--- config.mk ---
export PLATFORM = sky130hd
export DESIGN_NAME = usb_src_classifier
export DESIGN_NICKNAME = d
export VERILOG_FILES = /design/src/rtl/usbsc_pkg.sv /design/src/rtl/usbsc_tick.sv /design/src/rtl/usbsc_flag_filter.sv /design/src/rtl/usbsc_seq.sv /design/src/rtl/usbsc_drive.sv /design/src/rtl/usb_src_classifier.sv
export SDC_FILE = /design/constraint.sdc
export NUM_CORES = 1
export LEC_CHECK = 0
export ABC_AREA = 0
export BUFFER_PORTS_ARGS = -buffer_cell sky130_fd_sc_hd__buf_2
export CORE_ASPECT_RATIO = 0.6
export CORE_UTILIZATION = 50
export DETAILED_ROUTE_END_ITERATION = 6
export GPL_ROUTABILITY_DRIVEN = 0
export PLACE_DENSITY_LB_ADDON = 0.25
export SLEW_MARGIN = 5
export SYNTH_ARGS = -nofsm -noshare
export SYNTH_HDL_FRONTEND = slang
export SYNTH_SLANG_ARGS = --single-unit
--- constraint.sdc ---
create_clock -name clk -period 3.45 [get_ports clk]
set_input_delay 0.1725 -clock clk [delete_from_list [all_inputs] [get_ports clk]]
set_output_delay 0.1725 -clock clk [all_outputs]
set_load 0.01 [all_outputs]
--- src/rtl/usbsc_pkg.sv ---
// Shared constants, types and the divider decode used by the classifier.
// Assumes window flags are one-hot: bit0 = 1.2 V, bit1 = 2.0 V, bit2 = 2.7 V.
package usbsc_pkg;

    // Comparator flag vector layout
    localparam int NFLAG = 10;
    localparam int F_DCD = 0;
    localparam int F_PRI = 1;
    localparam int F_SEC = 2;
    localparam int F_HV  = 3;
    localparam int F_DPW = 4;
    localparam int F_DMW = 7;

    // Drive enable vector layout
    localparam int ND    = 7;
    localparam int D_IDP = 0;
    localparam int D_DPV = 1;
    localparam int D_DMV = 2;
    localparam int D_DPK = 3;
    localparam int D_DMK = 4;
    localparam int D_DPH = 5;
    localparam int D_DMH = 6;

    typedef enum logic [2:0] {
        S_IDLE, S_DCD, S_PRI, S_SEC, S_HV12, S_HV9, S_NSTD, S_DONE
    } st_t;

    typedef enum logic [1:0] {K_NONE, K_12, K_9} hold_t;

    typedef struct packed {
        logic [6:0] ilim;
        logic [2:0] stat;
    } res_t;

    localparam res_t R_SDP = res_t'({7'd10, 3'b001});
    localparam res_t R_CDP = res_t'({7'd30, 3'b010});
    localparam res_t R_DCP = res_t'({7'd65, 3'b011});
    localparam res_t R_HVA = res_t'({7'd30, 3'b100});
    localparam res_t R_UNK = res_t'({7'd10, 3'b101});

    // Exact-match decode of a divider-biased adapter; no match -> unknown
    function automatic res_t div_decode(input logic [2:0] dp, input logic [2:0] dm);
        res_t r;
        if (dp == 3'b100 && dm == 3'b010)      r = res_t'({7'd42, 3'b110});
        else if (dp == 3'b001 && dm == 3'b001) r = res_t'({7'd40, 3'b110});
        else if (dp == 3'b010 && dm == 3'b100) r = res_t'({7'd20, 3'b110});
        else if (dp == 3'b100 && dm == 3'b100) r = res_t'({7'd48, 3'b110});
        else                                   r = R_UNK;
        return r;
    endfunction

endpackage

--- src/rtl/usbsc_tick.sv ---
// Clock-enable generator: one-cycle pulse every DIV clocks.
// Assumes DIV >= 1; DIV == 1 gives a permanent enable.
module usbsc_tick #(
    parameter int DIV = 125000
) (
    input  logic clk,
    input  logic rst_n,
    output logic tick
);
    generate
        if (DIV <= 1) begin : g_always
            assign tick = 1'b1;
        end else begin : g_div
            localparam int CW = $clog2(DIV);
            logic [CW-1:0] cnt;
            // Count clocks and wrap at DIV-1
            always_ff @(posedge clk) begin
                if (!rst_n) begin
                    cnt <= '0;
                end else if (cnt == CW'(DIV - 1)) begin
                    cnt <= '0;
                end else begin
                    cnt <= cnt + 1'b1;
                end
            end
            assign tick = (cnt == CW'(DIV - 1));
        end
    endgenerate
endmodule

--- src/rtl/usbsc_flag_filter.sv ---
// Two-flop synchroniser plus per-bit stability filter. A filtered bit
// takes a new value only after the synchronised input has differed from
// it for FILT ticks in a row. Assumes FILT >= 1.
module usbsc_flag_filter #(
    parameter int W    = 10,
    parameter int FILT = 2
) (
    input  logic         clk,
    input  logic         rst_n,
    input  logic         tick,
    input  logic [W-1:0] raw,
    output logic [W-1:0] clean
);
    localparam int CW = $clog2(FILT + 1);

    logic [W-1:0] s1, s2;

    // Bring asynchronous comparator flags into the clock domain
    always_ff @(posedge clk) begin
        if (!rst_n) begin
            s1 <= '0;
            s2 <= '0;
        end else begin
            s1 <= raw;
            s2 <= s1;
        end
    end

    generate
        for (genvar g = 0; g < W; g++) begin : g_bit
            logic [CW-1:0] cnt;
            logic          q;
            // Accept a new level once it has persisted for FILT ticks
            always_ff @(posedge clk) begin
                if (!rst_n) begin
                    cnt <= '0;
                    q   <= 1'b0;
                end else if (s2[g] == q) begin
                    cnt <= '0;
                end else if (tick) begin
                    if (cnt == CW'(FILT - 1)) begin
                        q   <= s2[g];
                        cnt <= '0;
                    end else begin
                        cnt <= cnt + 1'b1;
                    end
                end
            end
            assign clean[g] = q;
        end
    endgenerate
endmodule

--- src/rtl/usbsc_seq.sv ---
// Detection sequencer: contact stage, primary/secondary stages, divider
// fallback and high-voltage request, then latches the result with a
// single interrupt. Source removal overrides everything in the same cycle.
// Assumes vbus is synchronous and flags are already filtered.
module usbsc_seq
    import usbsc_pkg::*;
#(
    parameter int DCD_TICKS    = 500,
    parameter int SETTLE_TICKS = 40,
    parameter int HV_TICKS     = 100
) (
    input  logic             clk,
    input  logic             rst_n,
    input  logic             tick,
    input  logic             vbus,
    input  logic             hv12_en,
    input  logic             hv9_en,
    input  logic [NFLAG-1:0] flags,
    output st_t              st,
    output hold_t            hold,
    output logic             done,
    output logic             irq,
    output res_t             res
);
    localparam int MAXA = (DCD_TICKS > SETTLE_TICKS) ? DCD_TICKS : SETTLE_TICKS;
    localparam int MAXT = (MAXA > HV_TICKS) ? MAXA : HV_TICKS;
    localparam int TW   = $clog2(MAXT + 1);

    logic [TW-1:0] tmr;
    logic [TW-1:0] lim_m1;
    logic          expired;
    st_t           nxt;
    logic          fin;
    res_t          fin_res;
    hold_t         fin_hold;

    // Select the wait length of the current stage
    always_comb begin
        case (st)
            S_DCD:         lim_m1 = TW'(DCD_TICKS - 1);
            S_HV12, S_HV9: lim_m1 = TW'(HV_TICKS - 1);
            default:       lim_m1 = TW'(SETTLE_TICKS - 1);
        endcase
    end

    assign expired = tick && (tmr == lim_m1);

    // Next-stage and completion decision
    always_comb begin
        nxt      = st;
        fin      = 1'b0;
        fin_res  = R_UNK;
        fin_hold = K_NONE;
        case (st)
            S_IDLE: if (vbus) nxt = S_DCD;
            S_DCD: begin
                if (flags[F_DCD])  nxt = S_PRI;
                else if (expired)  nxt = S_NSTD;
            end
            S_PRI: if (expired) begin
                if (flags[F_PRI]) nxt = S_SEC;
                else begin
                    fin = 1'b1; fin_res = R_SDP;
                end
            end
            S_SEC: if (expired) begin
                if (!flags[F_SEC]) begin
                    fin = 1'b1; fin_res = R_CDP;
                end else if (hv12_en) nxt = S_HV12;
                else if (hv9_en)      nxt = S_HV9;
                else begin
                    fin = 1'b1; fin_res = R_DCP;
                end
            end
            S_HV12: if (expired) begin
                if (flags[F_HV]) begin
                    fin = 1'b1; fin_res = R_HVA; fin_hold = K_12;
                end else if (hv9_en) nxt = S_HV9;
                else begin
                    fin = 1'b1; fin_res = R_DCP;
                end
            end
            S_HV9: if (expired) begin
                fin = 1'b1;
                if (flags[F_HV]) begin
                    fin_res = R_HVA; fin_hold = K_9;
                end else begin
                    fin_res = R_DCP;
                end
            end
            S_NSTD: if (expired) begin
                fin     = 1'b1;
                fin_res = div_decode(flags[F_DPW +: 3], flags[F_DMW +: 3]);
            end
            default: nxt = st;
        endcase
        if (fin) nxt = S_DONE;
    end

    // State, stage timer and latched result; removal clears all of it
    always_ff @(posedge clk) begin
        if (!rst_n || !vbus) begin
            st   <= S_IDLE;
            tmr  <= '0;
            hold <= K_NONE;
            done <= 1'b0;
            irq  <= 1'b0;
            res  <= '0;
        end else begin
            st  <= nxt;
            irq <= fin;
            if (nxt != st)  tmr <= '0;
            else if (tick)  tmr <= tmr + 1'b1;
            if (fin) begin
                res  <= fin_res;
                hold <= fin_hold;
                done <= 1'b1;
            end
        end
    end
endmodule

--- src/rtl/usbsc_drive.sv ---
// Maps the sequencer stage and held request onto D+/D- drive enables.
// Purely combinational from registered state, so enables follow the
// stage register without extra delay.
module usbsc_drive
    import usbsc_pkg::*;
(
    input  st_t           st,
    input  hold_t         hold,
    output logic [ND-1:0] drv
);
    // One drive pattern per stage
    always_comb begin
        drv = '0;
        case (st)
            S_DCD:  drv[D_IDP] = 1'b1;
            S_PRI:  begin drv[D_DPV] = 1'b1; drv[D_DMK] = 1'b1; end
            S_SEC:  begin drv[D_DMV] = 1'b1; drv[D_DPK] = 1'b1; end
            S_HV12: begin drv[D_DPK] = 1'b1; drv[D_DMH] = 1'b1; end
            S_HV9:  begin drv[D_DPH] = 1'b1; drv[D_DMK] = 1'b1; end
            S_DONE: begin
                if (hold == K_12) begin
                    drv[D_DPK] = 1'b1; drv[D_DMH] = 1'b1;
                end else if (hold == K_9) begin
                    drv[D_DPH] = 1'b1; drv[D_DMK] = 1'b1;
                end
            end
            default: drv = '0;
        endcase
    end
endmodule

--- src/rtl/usb_src_classifier.sv ---
// Top level of the USB input source classifier: tick divider, flag
// filter, sequencer and drive decode. Assumes vbus_present is already
// synchronous to clk; all other flag inputs may be asynchronous.
module usb_src_classifier
    import usbsc_pkg::*;
#(
    parameter int TICK_DIV     = 125000,
    parameter int FILT_TICKS   = 2,
    parameter int DCD_TICKS    = 500,
    parameter int SETTLE_TICKS = 40,
    parameter int HV_TICKS     = 100
) (
    input  logic       clk,
    input  logic       rst_n,
    input  logic       vbus_present,
    input  logic       hv12_en,
    input  logic       hv9_en,
    input  logic       dcd_ok,
    input  logic       pri_hi,
    input  logic       sec_hi,
    input  logic [2:0] dp_win,
    input  logic [2:0] dm_win,
    input  logic       hv_up,
    output logic       dp_idp_src_en,
    output logic       dp_vsrc_en,
    output logic       dm_vsrc_en,
    output logic       dp_isink_en,
    output logic       dm_isink_en,
    output logic       dp_hv_src_en,
    output logic       dm_hv_src_en,
    output logic       det_done,
    output logic       det_irq,
    output logic [6:0] ilim_code,
    output logic [2:0] src_stat
);
    logic             tick;
    logic [NFLAG-1:0] raw_flags;
    logic [NFLAG-1:0] flags;
    st_t              st;
    hold_t            hold;
    res_t             res;
    logic [ND-1:0]    drv;

    assign raw_flags = {dm_win, dp_win, hv_up, sec_hi, pri_hi, dcd_ok};

    usbsc_tick #(.DIV(TICK_DIV)) u_tick (
        .clk(clk), .rst_n(rst_n), .tick(tick)
    );

    usbsc_flag_filter #(.W(NFLAG), .FILT(FILT_TICKS)) u_filt (
        .clk(clk), .rst_n(rst_n), .tick(tick), .raw(raw_flags), .clean(flags)
    );

    usbsc_seq #(
        .DCD_TICKS(DCD_TICKS), .SETTLE_TICKS(SETTLE_TICKS), .HV_TICKS(HV_TICKS)
    ) u_seq (
        .clk(clk), .rst_n(rst_n), .tick(tick), .vbus(vbus_present),
        .hv12_en(hv12_en), .hv9_en(hv9_en), .flags(flags),
        .st(st), .hold(hold), .done(det_done), .irq(det_irq), .res(res)
    );

    usbsc_drive u_drive (
        .st(st), .hold(hold), .drv(drv)
    );

    assign dp_idp_src_en = drv[D_IDP];
    assign dp_vsrc_en    = drv[D_DPV];
    assign dm_vsrc_en    = drv[D_DMV];
    assign dp_isink_en   = drv[D_DPK];
    assign dm_isink_en   = drv[D_DMK];
    assign dp_hv_src_en  = drv[D_DPH];
    assign dm_hv_src_en  = drv[D_DMH];
    assign ilim_code     = res.ilim;
    assign src_stat      = res.stat;
endmodule

# ---- Word-level counts from Yosys, hierarchy flattened
# Index checks and enable logic that the tools add are counted.
dict set report classes {
  n_mul 0
  addsub 12
  bitwise 11
  order_cmp 0
  n_div 0
  muxes 65
  n_reduce_logical 35
  n_eq_ne 38
  n_shift 0
}
# cell count
set op_table {}
lappend op_table {{$mux 10} 13}
lappend op_table {{$pmux 10 s5} 1}
lappend op_table {{$mux 3} 13}
lappend op_table {{$reduce_or 2->1} 16}
lappend op_table {{$mux 2} 15}
lappend op_table {{$reduce_and 3->1} 10}
lappend op_table {{$eq 2x1->1 const B} 11}
lappend op_table {{$add 2x1->2 const B} 10}
lappend op_table {{$eq 3x3->1 const B} 6}
lappend op_table {{$pmux 9 s2} 1}
lappend op_table {{$add 17x1->17 const B} 1}
lappend op_table {{$eq 17x17->1 const B} 1}
lappend op_table {{$pmux 3 s5} 1}
lappend op_table {{$mux 1} 14}
lappend op_table {{$eq 3x2->1 const B} 4}
lappend op_table {{$not 1->1} 11}
lappend op_table {{$eq 1x1->1} 10}
lappend op_table {{$add 9x1->9 const B} 1}
lappend op_table {{$eq 3x1->1 const B} 3}
lappend op_table {{$eq 9x9->1} 1}
lappend op_table {{$mux 9} 1}
lappend op_table {{$pmux 1 s2} 4}
lappend op_table {{$logic_and 1x1->1} 5}
lappend op_table {{$pmux 1 s4} 1}
lappend op_table {{other kinds (6)} 7}
dict set report word_totals {
  ramBits 0
  mem_count 0
  romBits 0
  word_cells 191
  latchBits 0
  regBits 93
}

# ---- Depth between registers and ports, before layout
dict set report depth {
  depth_word 11
  ltp_mapped 9
}

# ---- Modules after synthesis
# From an unflattened synthesis, not the netlist that was laid out.
dict set report hier_totals {
  cells_unflattened 469
  area_unflattened_um2 4274.1
}
# module cells_each seq_area_each_um2 n_inst area_each_um2
set modules_own_cells {}
lappend modules_own_cells {usbsc_flag_filter 179 1001.0 1 1929.4}
lappend modules_own_cells {usbsc_seq 190 500.5 1 1485.2}
lappend modules_own_cells {usbsc_tick 86 340.3 1 782.0}
lappend modules_own_cells {usbsc_drive 14 0.0 1 77.6}

# ---- Least setup slack after synthesis
# Ideal clock, no wire load.
dict set report synth_timing {
  kind {register -> register}
  startpoint {register u_tick.g_div.cnt[0]}
  endpoint {register u_seq.tmr[1]}
  required_ps 3323
  path_buffers 0
  t_arrival_ps 2441
  slack_ps 881
  setup_time_ps 127
  path_stages_with_launch 9
  cell_sequence {dfxtp_1 > ha_1 > or4b_4 > nor4_4 > nand2_1 > nor2_2 > mux2i_1 > mux2i_4 > nor3b_2}
}
dict set report synth_via {
  elab_chain_cells 8
  elab_cells_between_ends 16
}
# element line_no
set synth_lines {}
lappend synth_lines {{start: declaration} usbsc_tick.sv:15} ;# logic [CW-1:0] cnt;
lappend synth_lines {{start signal: assignment} usbsc_tick.sv:23} ;# cnt <= cnt + 1'b1;
lappend synth_lines {{$eq 17x17->1 (*)} usbsc_tick.sv:26} ;# assign tick = (cnt == CW'(DIV - 1));
lappend synth_lines {{$logic_and 1x1->1} usbsc_seq.sv:46} ;# assign expired = tick && (tmr == lim_m1);
lappend synth_lines {{$mux 3} usbsc_seq.sv:58} ;# else if (expired) nxt = S_NSTD;
lappend synth_lines {{$mux 3} usbsc_seq.sv:57} ;# if (flags[F_DCD]) nxt = S_PRI;
lappend synth_lines {{$pmux 3 s5} usbsc_seq.sv:54} ;# case (st)
lappend synth_lines {{$mux 3} usbsc_seq.sv:97} ;# if (fin) nxt = S_DONE;
lappend synth_lines {{$ne 3x3->1} usbsc_seq.sv:112} ;# if (nxt != st) tmr <= '0;
lappend synth_lines {{$reduce_or 2->1 (no line)} -}
lappend synth_lines {{end signal: assignment} usbsc_seq.sv:113} ;# else if (tick) tmr <= tmr + 1'b1;
lappend synth_lines {{end: declaration} usbsc_seq.sv:29} ;# logic [TW-1:0] tmr;
# Mark *: on every way between the ends. The rest lies on a longest branch, timed or not.
# A chain may end at the register's enable or synchronous reset.

# ---- Worst setup path after layout
dict set report layout_timing {
  startpoint {register u_seq.st[0]}
  endpoint {register u_seq.tmr[7]}
}
dict set report layout_via {
  elab_chain_cells 11
  elab_cells_between_ends 32
}
# element line_no
set layout_lines {}
lappend layout_lines {{start: declaration} usbsc_seq.sv:19} ;# output st_t st,
lappend layout_lines {{start signal: assignment} usbsc_seq.sv:110} ;# st <= nxt;
lappend layout_lines {{$eq 3x3->1} {usbsc_seq.sv:39, usbsc_seq.sv:54}}
lappend layout_lines {{$reduce_or 2->1} usbsc_seq.sv:39} ;# case (st)
lappend layout_lines {{$pmux 9 s2} usbsc_seq.sv:39}
lappend layout_lines {{$eq 9x9->1} usbsc_seq.sv:46}
lappend layout_lines {{$logic_and 1x1->1} usbsc_seq.sv:46}
lappend layout_lines {{$mux 3} usbsc_seq.sv:58}
lappend layout_lines {{$mux 3} usbsc_seq.sv:57}
lappend layout_lines {{$pmux 3 s5} usbsc_seq.sv:54}
lappend layout_lines {{$mux 3} usbsc_seq.sv:97}
lappend layout_lines {{$ne 3x3->1 (*)} usbsc_seq.sv:112}
lappend layout_lines {{$reduce_or 2->1 (no line) (*)} -}
# Marked as above.

==> results.sh <==
export IMPL_dr_wl_cell_um=14.1
export IMPL_cts_buffers_inserted=9
export IMPL_floorplan_die_area_um2=8610
export IMPL_grt_overflow=0
export IMPL_chipHeight_um=72.3
export IMPL_drt_drc_violations_left=0
export IMPL_fin_crit_ns=2.87
export IMPL_num_rows=25
export IMPL_yosysWarnings=0
export IMPL_worst_slack_ns=0.576
export IMPL_nNetsFinal=508
export IMPL_report_final_slew_viol_count=0
export IMPL_holdCritPathClass="in -> reg"
export IMPL_synthesis_area_per_instance_um2=8.83
export IMPL_placement_setup_worst_slack_ns=0.600
export IMPL_postLayoutCoreUtil=0.583
export IMPL_clk_path_buf_depth=2
export IMPL_post_synth_main_area_contributors="sky130_fd_sc_hd__dfxtp_1 45%, sky130_fd_sc_hd__xor2_1 6.4%, sky130_fd_sc_hd__nor2_1 6.0%, sky130_fd_sc_hd__nand2_1 3.7%, sky130_fd_sc_hd__mux2i_1 3.6%"
export IMPL_cts_sinks=92
export IMPL_cp_data_arrival_time_ns=3.09
export IMPL_layout_cells_non_filler=602
export IMPL_total_leakage_power_nw=1.93
export IMPL_synth_ff_latch_count=92
export IMPL_cts_hold_repair_buffers=0
export IMPL_clock_fmax_mhz=348
export IMPL_layout_worst_path_cycle_share=0.833
export IMPL_cap_violations=0
export IMPL_p_per_area_nw_per_um2=442
export IMPL_post_route_cells_drive_above_1_share=0.130
export IMPL_power_switching_mw=0.451
export IMPL_worst_skew_pair_late_latency_ns=0.34
export IMPL_antenna_diode_count=0
export IMPL_internal_power_mw=1.59
export IMPL_fin_setup_tns_ns=0
export IMPL_clk_pin_slew_ns=0.06
export IMPL_grt_antenna_before_repair=0
export IMPL_cts_tree="done"
export IMPL_detail_route_antenna_nets=0
export IMPL_drt_pre_antenna_iters=7
export IMPL_worst_setup_path_start_kind="register"
export IMPL_grt_first_pass_wirelength_um=13800
export IMPL_place_area_um2=4350
export IMPL_floorplan_io_pins=34
export IMPL_async_flop_share=0
export IMPL_layout_cells_most_common_list="92 x sky130_fd_sc_hd__dfxtp_1, 66 x sky130_fd_sc_hd__nor2_1, 41 x sky130_fd_sc_hd__nand2_1, 33 x sky130_fd_sc_hd__buf_2, 30 x sky130_fd_sc_hd__xor2_1"
export IMPL_vias_per_cell=5.40
export IMPL_power_clock_fraction=0.436
export IMPL_post_synth_num_cell_types=49
export IMPL_mappedNetlistNets=483
export IMPL_worst_endpoint_required_ns=3.67
export IMPL_max_slew_margin_rel=0.574
export IMPL_ctsRootBufferMaster="sky130_fd_sc_hd__clkbuf_16"
export IMPL_rsz0062_at_grt="no"
export IMPL_syn_inst=466
export IMPL_synth_top_area_share=0.448
export IMPL_post_dp_hpwl_um=6050
export IMPL_drt_first_iter_violations=267
export IMPL_power_switching_fraction=0.221
export IMPL_worst_slew_pin_slew_ns=0.640
export IMPL_first_global_vias=2807
export IMPL_initial_utilization=0.520
export IMPL_cts_setup_buffers=0
export IMPL_dp_cells=588
export IMPL_synth_edf_count=0
export IMPL_final_standard_cell_area_without_fillers_um2=4610
export IMPL_crit_fanout=18
export IMPL_pwr_share_comb=0.031
export IMPL_core_region_area_um2=7910
export IMPL_global_route_usage_total=0.208
export IMPL_power_frac_seq=0.533
export IMPL_worst_clock_skew_ns=0.00603
export IMPL_sequential_cell_area_um2=1840
export IMPL_finalSetupViolCount=0
export IMPL_total_power_mw=2.04
export IMPL_grt_start_max_net_pins=52
export IMPL_critical_path_endpoint_type="register"
export IMPL_cell_area_after_synthesis_um2=4120
export IMPL_synthesis_to_finish_area_growth_pct=12.1
export IMPL_timing_final_hold_violations=0
export IMPL_num_vias=3251
export IMPL_post_cts_resized_instances=0
export IMPL_outcome="complete, no violations"
export IMPL_commonest_non_fill_non_tap_cell_in_the_layout="sky130_fd_sc_hd__dfxtp_1"
export IMPL_htreeDepth=3
export IMPL_wire_length_reported_by_the_detailed_router_um=8490
export IMPL_worst_hold_slack_ns=0.0314
export IMPL_multi_input_comb_area_um2=2150
export IMPL_seq_total_area_yosys=0.448
export IMPL_critPathKind="reg -> reg"
export IMPL_synth_top_cell_by_area="sky130_fd_sc_hd__dfxtp_1"
export IMPL_port_buffers=33
export IMPL_fillerInstances=687
export IMPL_ir_worst_vdd_mv=0.310
export IMPL_most_used_dff_post_synth="sky130_fd_sc_hd__dfxtp_1"
export IMPL_die_width_um=119
-- routing by layer --
layer  share of wire  global-route usage
met3           0.068              0.0794
met5               0                   0
met4          0.0085              0.0619
met1            0.51               0.291
met2            0.41               0.295
-- synth_stat cells, types with 10 or more instances --
cell,number
sky130_fd_sc_hd__a21oi_1,14
sky130_fd_sc_hd__and2_1,22
sky130_fd_sc_hd__and3_1,17
sky130_fd_sc_hd__and4_1,10
sky130_fd_sc_hd__clkbuf_1,15
sky130_fd_sc_hd__dfxtp_1,92
sky130_fd_sc_hd__mux2i_1,15
sky130_fd_sc_hd__nand2_1,41
sky130_fd_sc_hd__nand2b_1,10
sky130_fd_sc_hd__nand4_1,11
sky130_fd_sc_hd__nor2_1,66
sky130_fd_sc_hd__nor2b_1,17
sky130_fd_sc_hd__nor3_1,10
sky130_fd_sc_hd__o21ai_0,13
sky130_fd_sc_hd__xnor2_1,13
sky130_fd_sc_hd__xor2_1,30
-- final cells by class --
cell class / count / area share
multi-input combinational: 345 / 0.467
timing repair buffer: 38 / 0.0439
tap: 108 / 0.0293
clock inverter: 5 / 0.00813
clock buffer: 9 / 0.0488
sequential: 92 / 0.399
inverter: 5 / 0.00407
-- flip-flops by register name (all words and copies together) (netlist names), 2 cells and up --
register,count
u_filt.s1,10
u_tick.g_div.cnt,17
u_filt.g_bit.cnt,20
u_seq.hold,2
u_filt.g_bit.q,10
u_seq.res,9
u_seq.tmr,9
u_seq.st,3
u_filt.s2,10
-- kinds of logic (layout without fill, tap and decap cells) --
family          count (synthesis)  after routing  share of synthesized area
compound gates                 45             45                     0.0678
xor+xnor                       43             43                     0.0915
fa+ha+maj                       2              2                    0.00608
buf+inv                        29             57                     0.0292
flops                          92             92                      0.448
mux                            16             16                     0.0420
simple gates                  239            239                      0.316
-- worst max-delay path, stage by stage, from the launching register on --
cell and delay, ns:
sky130_fd_sc_hd__dfxtp_1 0.68, sky130_fd_sc_hd__nor3b_2 0.36, sky130_fd_sc_hd__mux2i_1 0.22, sky130_fd_sc_hd__o2111ai_1 0.30, sky130_fd_sc_hd__nor2_2 0.27, sky130_fd_sc_hd__mux2i_1 0.39
sky130_fd_sc_hd__mux2i_4 0.45, sky130_fd_sc_hd__nor2_1 0.09
-- power groups by stage --
stage	combinational, mW	clock, mW	sequential, mW
after global placement	0.0609	0	1.11
after global routing	0.0700	0.949	1.09
after CTS	0.0628	0.911	1.09
after detailed placement	0.0623	0	1.11
final	0.0626	0.888	1.09
after floorplan	0.0466	0	1.11
-- worst paths after layout --
path	startpoint	to	slack [ns]	cells after the start
worst min-delay path	sec_hi	u_filt.s1[2]	0.03	2
worst max register to register	u_seq.st[0]	u_seq.tmr[7]	0.58	7
worst max-delay path	u_seq.st[0]	u_seq.tmr[7]	0.58	7
worst min register to register	u_filt.s1[9]	u_filt.s2[9]	0.43	1
(Power assumes the default switching activity.)
